===== src/rtl/gpio_irq_pkg.sv =====
package gpio_irq_pkg;
  localparam int DATA_W      = 8;
  localparam int ADDR_W      = 8;
  localparam int CFG_W       = 6;
  localparam int BANK_STRIDE = 16;

  localparam logic [ADDR_W-1:0] OUT_BASE   = 8'h2B;
  localparam logic [ADDR_W-1:0] IN_BASE    = 8'h33;
  localparam logic [ADDR_W-1:0] PEND_BASE  = 8'h0B;
  localparam logic [ADDR_W-1:0] MASKA_BASE = 8'h19;
  localparam logic [ADDR_W-1:0] MASKB_BASE = 8'h1B;

  // Output-control fields; the bit order is the register layout.
  typedef struct packed {
    logic       dir;         // bit 5: 1 = drive the pad
    logic       open_drain;  // bit 4
    logic       pull_on;     // bit 3
    logic [1:0] pull_kind;   // bits 2:1
    logic       level;       // bit 0
  } out_cfg_t;

  typedef enum logic [1:0] {
    EDGE_OFF  = 2'b00,
    EDGE_FALL = 2'b01,
    EDGE_RISE = 2'b10,
    EDGE_BOTH = 2'b11
  } edge_mode_t;

  function automatic logic [ADDR_W-1:0] pin_addr(logic [ADDR_W-1:0] base, int bank, int idx);
    return base + ADDR_W'(bank * BANK_STRIDE + idx);
  endfunction

  function automatic logic [ADDR_W-1:0] bank_addr(logic [ADDR_W-1:0] base, int bank);
    return base + ADDR_W'(bank);
  endfunction
endpackage


===== src/rtl/gpio_pin_sync.sv =====
module gpio_pin_sync
  import gpio_irq_pkg::*;
#(
  parameter int SYNC_STAGES = 2
) (
  input  logic       clk,
  input  logic       rst_n,
  input  logic       pad_in,
  input  logic [1:0] mode,
  output logic       level,
  output logic       evt
);
  logic [SYNC_STAGES-1:0] chain;
  logic                   prev;
  logic                   rise, fall;

  always_ff @(posedge clk) begin
    if (!rst_n) begin
      chain <= '0;
      prev  <= 1'b0;
    end else begin
      chain <= {chain[SYNC_STAGES-2:0], pad_in};
      prev  <= level;
    end
  end

  assign level = chain[SYNC_STAGES-1];
  assign rise  = level & ~prev;
  assign fall  = ~level & prev;

  always_comb begin
    case (mode)
      EDGE_FALL: evt = fall;
      EDGE_RISE: evt = rise;
      EDGE_BOTH: evt = rise | fall;
      default:   evt = 1'b0;
    endcase
  end
endmodule


===== src/rtl/gpio_pad_drive.sv =====
module gpio_pad_drive
  import gpio_irq_pkg::*;
(
  input  out_cfg_t   cfg,
  output logic       oe,
  output logic       out,
  output logic       pull_en,
  output logic [1:0] pull_sel
);
  // Open drain only pulls low: release the pad whenever the level is 1.
  assign oe       = cfg.dir && (!cfg.open_drain || !cfg.level);
  assign out      = cfg.level;
  assign pull_en  = cfg.pull_on;
  assign pull_sel = cfg.pull_kind;
endmodule


===== src/rtl/gpio_irq_regs.sv =====
module gpio_irq_regs
  import gpio_irq_pkg::*;
#(
  parameter int NUM_BANKS     = 2,
  parameter int PINS_PER_BANK = 8,
  localparam int NP           = NUM_BANKS * PINS_PER_BANK
) (
  input  logic                   clk,
  input  logic                   rst_n,
  input  logic                   req_valid,
  output logic                   req_ready,
  input  logic                   req_write,
  input  logic [ADDR_W-1:0]      req_addr,
  input  logic [DATA_W-1:0]      req_wdata,
  output logic                   rsp_valid,
  input  logic                   rsp_ready,
  output logic [DATA_W-1:0]      rsp_rdata,
  input  logic [NP-1:0]          pin_level,
  input  logic [NP-1:0]          pin_evt,
  output out_cfg_t [NP-1:0]      out_cfg,
  output logic [NP-1:0][1:0]     edge_mode,
  output logic [NP-1:0]          pend_q,
  output logic [NP-1:0]          mask_a,
  output logic [NP-1:0]          mask_b
);
  localparam int PPB = PINS_PER_BANK;

  logic              wr_fire, rd_fire;
  logic [NP-1:0]     clr_vec;
  logic [DATA_W-1:0] rd_mux;

  // One read in flight: a waiting response blocks every new request.
  assign req_ready = !rsp_valid || rsp_ready;
  assign wr_fire   = req_valid && req_ready && req_write;
  assign rd_fire   = req_valid && req_ready && !req_write;

  always_comb begin
    clr_vec = '0;
    for (int b = 0; b < NUM_BANKS; b++) begin
      if (wr_fire && req_addr == bank_addr(PEND_BASE, b))
        clr_vec[b*PPB +: PPB] = req_wdata[PPB-1:0];
    end
  end

  always_ff @(posedge clk) begin
    if (!rst_n) begin
      out_cfg   <= '0;
      edge_mode <= '0;
      mask_a    <= '0;
      mask_b    <= '0;
    end else if (wr_fire) begin
      for (int p = 0; p < NP; p++) begin
        if (req_addr == pin_addr(OUT_BASE, p / PPB, p % PPB))
          out_cfg[p] <= out_cfg_t'(req_wdata[CFG_W-1:0]);
        if (req_addr == pin_addr(IN_BASE, p / PPB, p % PPB))
          edge_mode[p] <= req_wdata[2:1];
      end
      for (int b = 0; b < NUM_BANKS; b++) begin
        if (req_addr == bank_addr(MASKA_BASE, b))
          mask_a[b*PPB +: PPB] <= req_wdata[PPB-1:0];
        if (req_addr == bank_addr(MASKB_BASE, b))
          mask_b[b*PPB +: PPB] <= req_wdata[PPB-1:0];
      end
    end
  end

  // A new event outranks a clear of the same bit.
  always_ff @(posedge clk) begin
    if (!rst_n) pend_q <= '0;
    else        pend_q <= (pend_q & ~clr_vec) | pin_evt;
  end

  always_comb begin
    rd_mux = '0;
    for (int p = 0; p < NP; p++) begin
      if (req_addr == pin_addr(OUT_BASE, p / PPB, p % PPB))
        rd_mux = DATA_W'(out_cfg[p]);
      if (req_addr == pin_addr(IN_BASE, p / PPB, p % PPB))
        rd_mux = DATA_W'({edge_mode[p], pin_level[p]});
    end
    for (int b = 0; b < NUM_BANKS; b++) begin
      if (req_addr == bank_addr(PEND_BASE, b))  rd_mux = DATA_W'(pend_q[b*PPB +: PPB]);
      if (req_addr == bank_addr(MASKA_BASE, b)) rd_mux = DATA_W'(mask_a[b*PPB +: PPB]);
      if (req_addr == bank_addr(MASKB_BASE, b)) rd_mux = DATA_W'(mask_b[b*PPB +: PPB]);
    end
  end

  always_ff @(posedge clk) begin
    if (!rst_n) begin
      rsp_valid <= 1'b0;
      rsp_rdata <= '0;
    end else if (rd_fire) begin
      rsp_valid <= 1'b1;
      rsp_rdata <= rd_mux;
    end else if (rsp_ready) begin
      rsp_valid <= 1'b0;
    end
  end
endmodule


===== src/rtl/gpio_irq_ctrl.sv =====
module gpio_irq_ctrl
  import gpio_irq_pkg::*;
#(
  parameter int NUM_BANKS     = 2,
  parameter int PINS_PER_BANK = 8,
  parameter int SYNC_STAGES   = 2,
  localparam int NP           = NUM_BANKS * PINS_PER_BANK
) (
  input  logic              clk,
  input  logic              rst_n,
  input  logic              req_valid,
  output logic              req_ready,
  input  logic              req_write,
  input  logic [ADDR_W-1:0] req_addr,
  input  logic [DATA_W-1:0] req_wdata,
  output logic              rsp_valid,
  input  logic              rsp_ready,
  output logic [DATA_W-1:0] rsp_rdata,
  input  logic [NP-1:0]     pad_in,
  output logic [NP-1:0]     pad_out,
  output logic [NP-1:0]     pad_oe,
  output logic [NP-1:0]     pull_en,
  output logic [2*NP-1:0]   pull_sel,
  output logic              irq
);
  out_cfg_t [NP-1:0]  out_cfg;
  logic [NP-1:0][1:0] edge_mode;
  logic [NP-1:0]      pend_q, mask_a, mask_b;
  logic [NP-1:0]      pin_level, pin_evt, dir_vec;

  gpio_irq_regs #(
    .NUM_BANKS     (NUM_BANKS),
    .PINS_PER_BANK (PINS_PER_BANK)
  ) u_regs (
    .clk       (clk),
    .rst_n     (rst_n),
    .req_valid (req_valid),
    .req_ready (req_ready),
    .req_write (req_write),
    .req_addr  (req_addr),
    .req_wdata (req_wdata),
    .rsp_valid (rsp_valid),
    .rsp_ready (rsp_ready),
    .rsp_rdata (rsp_rdata),
    .pin_level (pin_level),
    .pin_evt   (pin_evt),
    .out_cfg   (out_cfg),
    .edge_mode (edge_mode),
    .pend_q    (pend_q),
    .mask_a    (mask_a),
    .mask_b    (mask_b)
  );

  for (genvar p = 0; p < NP; p++) begin : g_pin
    gpio_pin_sync #(.SYNC_STAGES(SYNC_STAGES)) u_sync (
      .clk    (clk),
      .rst_n  (rst_n),
      .pad_in (pad_in[p]),
      .mode   (edge_mode[p]),
      .level  (pin_level[p]),
      .evt    (pin_evt[p])
    );

    gpio_pad_drive u_drive (
      .cfg      (out_cfg[p]),
      .oe       (pad_oe[p]),
      .out      (pad_out[p]),
      .pull_en  (pull_en[p]),
      .pull_sel (pull_sel[2*p +: 2])
    );

    assign dir_vec[p] = out_cfg[p].dir;
  end

  // The second mask set (mask_b) is storage only.
  assign irq = |(pend_q & ~mask_a);
endmodule


===== config.mk =====
export PLATFORM = sky130hd
export DESIGN_NAME = gpio_irq_ctrl
export DESIGN_NICKNAME = d
export VERILOG_FILES = /design/src/rtl/gpio_irq_pkg.sv /design/src/rtl/gpio_pin_sync.sv /design/src/rtl/gpio_pad_drive.sv /design/src/rtl/gpio_irq_regs.sv /design/src/rtl/gpio_irq_ctrl.sv
export SDC_FILE = /design/constraint.sdc
export NUM_CORES = 1
export LEC_CHECK = 0
export BUFFER_PORTS_ARGS = -buffer_cell sky130_fd_sc_hd__buf_2
export CAP_MARGIN = 20
export CORE_MARGIN = 5
export CORE_UTILIZATION = 40
export CTS_CLUSTER_DIAMETER = 120
export DETAILED_ROUTE_END_ITERATION = 7
export PLACE_DENSITY_LB_ADDON = 0.15
export SLEW_MARGIN = 20
export SYNTH_ARGS = -nofsm -noshare
export SYNTH_HDL_FRONTEND = slang
export SYNTH_SLANG_ARGS = --single-unit

===== constraint.sdc =====
create_clock -name clk -period 2.68 [get_ports clk]
set_clock_uncertainty 0.2 [all_clocks]
set_input_delay 0.536 -clock clk [delete_from_list [all_inputs] [get_ports clk]]
set_output_delay 0.536 -clock clk [all_outputs]
set_load 0.01 [all_outputs]

==> metrics.cfg <==
[outcome]
status=finished, final reports clean

[synthesis]
synth_compound_area_share_pct=19.73
yosys_warnings=0
synth-edff-count=0
synth.top_cells.by_count=sky130_fd_sc_hd__nand2_1 (257), sky130_fd_sc_hd__dfxtp_1 (233), sky130_fd_sc_hd__a21boi_0 (126)
synthMostInstantiatedCell=sky130_fd_sc_hd__nand2_1
combinational_family_with_the_most_area_after_synthesis=simple AND/OR/NAND/NOR gates
synth_area_per_cell_um2=8.255
ys.flop_type=sky130_fd_sc_hd__dfxtp_1
ys_top_cells_by_area=sky130_fd_sc_hd__dfxtp_1 (38%), sky130_fd_sc_hd__nand2_1 (7.8%), sky130_fd_sc_hd__a21boi_0 (7.6%), sky130_fd_sc_hd__mux2i_1 (5.3%), sky130_fd_sc_hd__buf_4 (5.0%)
synth_cells=1504
distinct_cell_type_count_after_synthesis=75
postSynthNetCount=1573
yosys.area_share.adder_pct=3.225
synth_simple_gate_area_share_pct=23.78
synth.mux.area_fraction_pct=5.684
synth_top_area_share_pct=37.57
synth_async_sr_flop_share_pct=0
yosysSeqAreaShare_pct=37.57
post_synth_xor_area_fraction_pct=0
synthesis.area_um2=12420
area_leader_netlist=sky130_fd_sc_hd__dfxtp_1
synth.ff_latch_count=233

[cts]
number_of_clock_sinks=233
numCtsBuffers=27
clock_tree.root_cell=sky130_fd_sc_hd__clkbuf_16
cts.htree.levels=1
cts.clk_slew.worst_paths_ns=0.06
post-cts-setup-buffers=0
clk-insertion-delay-late_ns=0.57
clk_path_buf_depth=3
cts_tree=done

[critical_path]
critPathMaxStageDelay_ns=0.37
worst_path_max_delay_cell=sky130_fd_sc_hd__nor3_1
crit_path_frequent_cell=sky130_fd_sc_hd__buf_4
cp_cell_sequence=buf_2 -> buf_4 -> nand2b_1 -> buf_4 -> nor3_1 -> buf_4 -> a32oi_1 -> and3_1 -> o211ai_1 -> a31oi_1 -> o21ai_1
setup.worst_path.start=req_addr[1]
cp.arrival_ns=2.78
startpoint_type=input port
path_max_fanout=7
critical_path.endpoint_type=flop
timing.setup.critical_path_class=in -> reg
timing.reg2reg.worst_path_depth=6
worst_r2r_startpoint=u_regs.edge_mode[22]
crit_required_ns=2.98

[detailed_routing]
count_of_tritonroute_iterations_in_the_first_routing_pass=6
drt_drc_violations_left=0
vias=11780
detail-route-antenna-nets=0
drt-total-wl_um=50560
wire_per_inst_um=23.84
vias_per_cell=5.556
dr.first_iter.drc_count=1204

[floorplan]
initial_utilization_pct=40.59
pin_count=128
chipWidth_um=186.2
die_y_um=186.2
floorplan.die_area_um2=34660
core_area_um2=30590
standard_cell_rows=64

[place]
place_worst_setup_slack_ns=-0.3822
routabilityCongestion=1.011
buffer_ports.inserted=127
dpl.hpwl_um=38890

[pwr]
powerDensity_nw_per_um2=517.0
static-leakage-power_nw=5.872
report.power.total_w=0.007872
power.ir.vdd_worst_v=0.0004567

[global_routing]
grt_overflow=0
global_route.usage.total_pct=28.67
number_of_antenna_violations_at_the_first_check_in_global_routing=1
grt_pass1_vias=11210
grt_max_degree=143
grt_first_pass_wirelength_um=74740

[cells_and_area]
layout-drive-gt1-share_pct=23.19
fin_nets=1774
n_antenna_cell=0
syn_to_final_growth_pct=22.63

[worst_hold_path]
worstHoldPathType=in -> reg
whs_path_depth=3
hold_path_startpoint=req_wdata[7]

[sta]
rsz0062_at_grt=no
fmax_ghz=0.4033
final-setup-viol-count=0
finalWorstPathRequiredPeriod_ns=2.480
worst_pin_slew_ns=0.7219
layout_setup_ws_ns=0.2002
number_of_max_slew_violations_in_the_final_report=0
hold-worst-slack_ns=0.1081
final.period_utilization_pct=92.53
final_hold_viol_count=0
setup_tns_ns=0
timing.max_slew.rel_slack_pct=51.87

[job]
drv.max_cap_violation_count=0

## routing by layer
metal / share of wire, % / global-route usage [%] / up-vias
met4: 3.6 / 8.481 / 0
met5: 0 / 0 / -
met1: 46 / 41.21 / 5697
met3: 6.4 / 3.734 / 86
met2: 44 / 45.18 / 454
li1: - / - / 5547
## through the flow
| step | util, % | std cells | area (um^2) |
|---|---|---|---|
| after floorplan | - | 1504 | 12420 |
| after global placement | 46.34 | 2056 | 14180 |
| after detailed placement | 46.34 | 2056 | 14180 |
| after CTS | 49.78 | 2121 | 15230 |
| after global routing | 49.78 | 2121 | 15230 |
| final | 49.78 | 2121 | 15230 |
## sequential cells by signal (all words and copies together), names as in the netlist
name / count
u_regs.out_cfg: 96
u_regs.mask_b: 16
g_pin.u_sync.prev: 16
u_regs.rsp_rdata: 8
u_regs.edge_mode: 32
u_regs.mask_a: 16
g_pin.u_sync.chain: 32
u_regs.pend_q: 16
u_regs.rsp_valid: 1
## cells by family (layout without fill, tap and decap cells)
logic type / Yosys count / after routing
AOI/OAI and AO/OA: 335 / 335
adders and majority gates: 32 / 32
buffers and inverters: 240 / 461
DFF: 233 / 233
muxes: 70 / 70
and+or+nand+nor: 594 / 594
## critical path: cells and delay by family
family                 cells  cell delay, ns
buffers and inverters      4            0.75
and+or+nand+nor            3            0.93
AOI/OAI and AO/OA          4            0.56
## area by class of cell
type | instances | area (um^2)
clock inverters | 9 | 95.09
multi-input cells | 1031 | 6510
repair buffers | 345 | 2415
well taps | 396 | 495.5
fillers | 2991 | 15360
flip-flops and latches | 233 | 4664
inverters | 67 | 251.5
clock buffers | 40 | 794.5
## worst paths after layout
| kind | to | slack [ns] |
|---|---|---|
| worst max-delay path | u_regs.rsp_rdata[1] | 0.20 |
| worst min-delay path | u_regs.mask_b[15] | 0.11 |
| worst max register to register | u_regs.rsp_rdata[1] | 0.48 |
| worst min register to register | g_pin[11].u_sync.chain[1] | 0.22 |
## where the power goes
| part | switching [W] | leakage (nW) | internal (W) |
|---|---|---|---|
| combinational | 0.000383 | 3.55 | 0.000260 |
| sequential | 0.0000257 | 1.89 | 0.00350 |
| clock | 0.00154 | 0.438 | 0.00216 |
| total | 0.00195 | 5.87 | 0.00592 |
## repair_timing
action,CTS,global route
gates resized for setup,0,0
hold buffers,16,0
endpoints found under the hold margin,16,0
## cell usage in the layout (no fill, tap or decap), types with 6 or more instances in the layout
cell type,instances
sky130_fd_sc_hd__nand2b_1,10
sky130_fd_sc_hd__nand4_1,9
sky130_fd_sc_hd__clkbuf_16,27
sky130_fd_sc_hd__nor2b_1,74
sky130_fd_sc_hd__buf_12,8
sky130_fd_sc_hd__a222oi_1,6
sky130_fd_sc_hd__buf_2,126
sky130_fd_sc_hd__ha_1,32
sky130_fd_sc_hd__a221oi_1,23
sky130_fd_sc_hd__a22oi_1,19
sky130_fd_sc_hd__buf_4,195
sky130_fd_sc_hd__nand3_1,69
sky130_fd_sc_hd__o22ai_1,13
sky130_fd_sc_hd__a21boi_0,126
sky130_fd_sc_hd__clkbuf_1,6
sky130_fd_sc_hd__and2_1,53
sky130_fd_sc_hd__o21ai_0,37
sky130_fd_sc_hd__o211ai_1,8
sky130_fd_sc_hd__a31oi_1,12
sky130_fd_sc_hd__clkbuf_8,7
sky130_fd_sc_hd__a21oi_1,26
sky130_fd_sc_hd__dfxtp_1,233
sky130_fd_sc_hd__mux2i_1,66
sky130_fd_sc_hd__nor2_1,59
sky130_fd_sc_hd__dlygate4sd3_1,16
sky130_fd_sc_hd__and3_1,6
sky130_fd_sc_hd__a32oi_1,7
sky130_fd_sc_hd__nor3_1,19
sky130_fd_sc_hd__nand2_1,257
sky130_fd_sc_hd__inv_1,66
(Power assumes the default switching activity.)
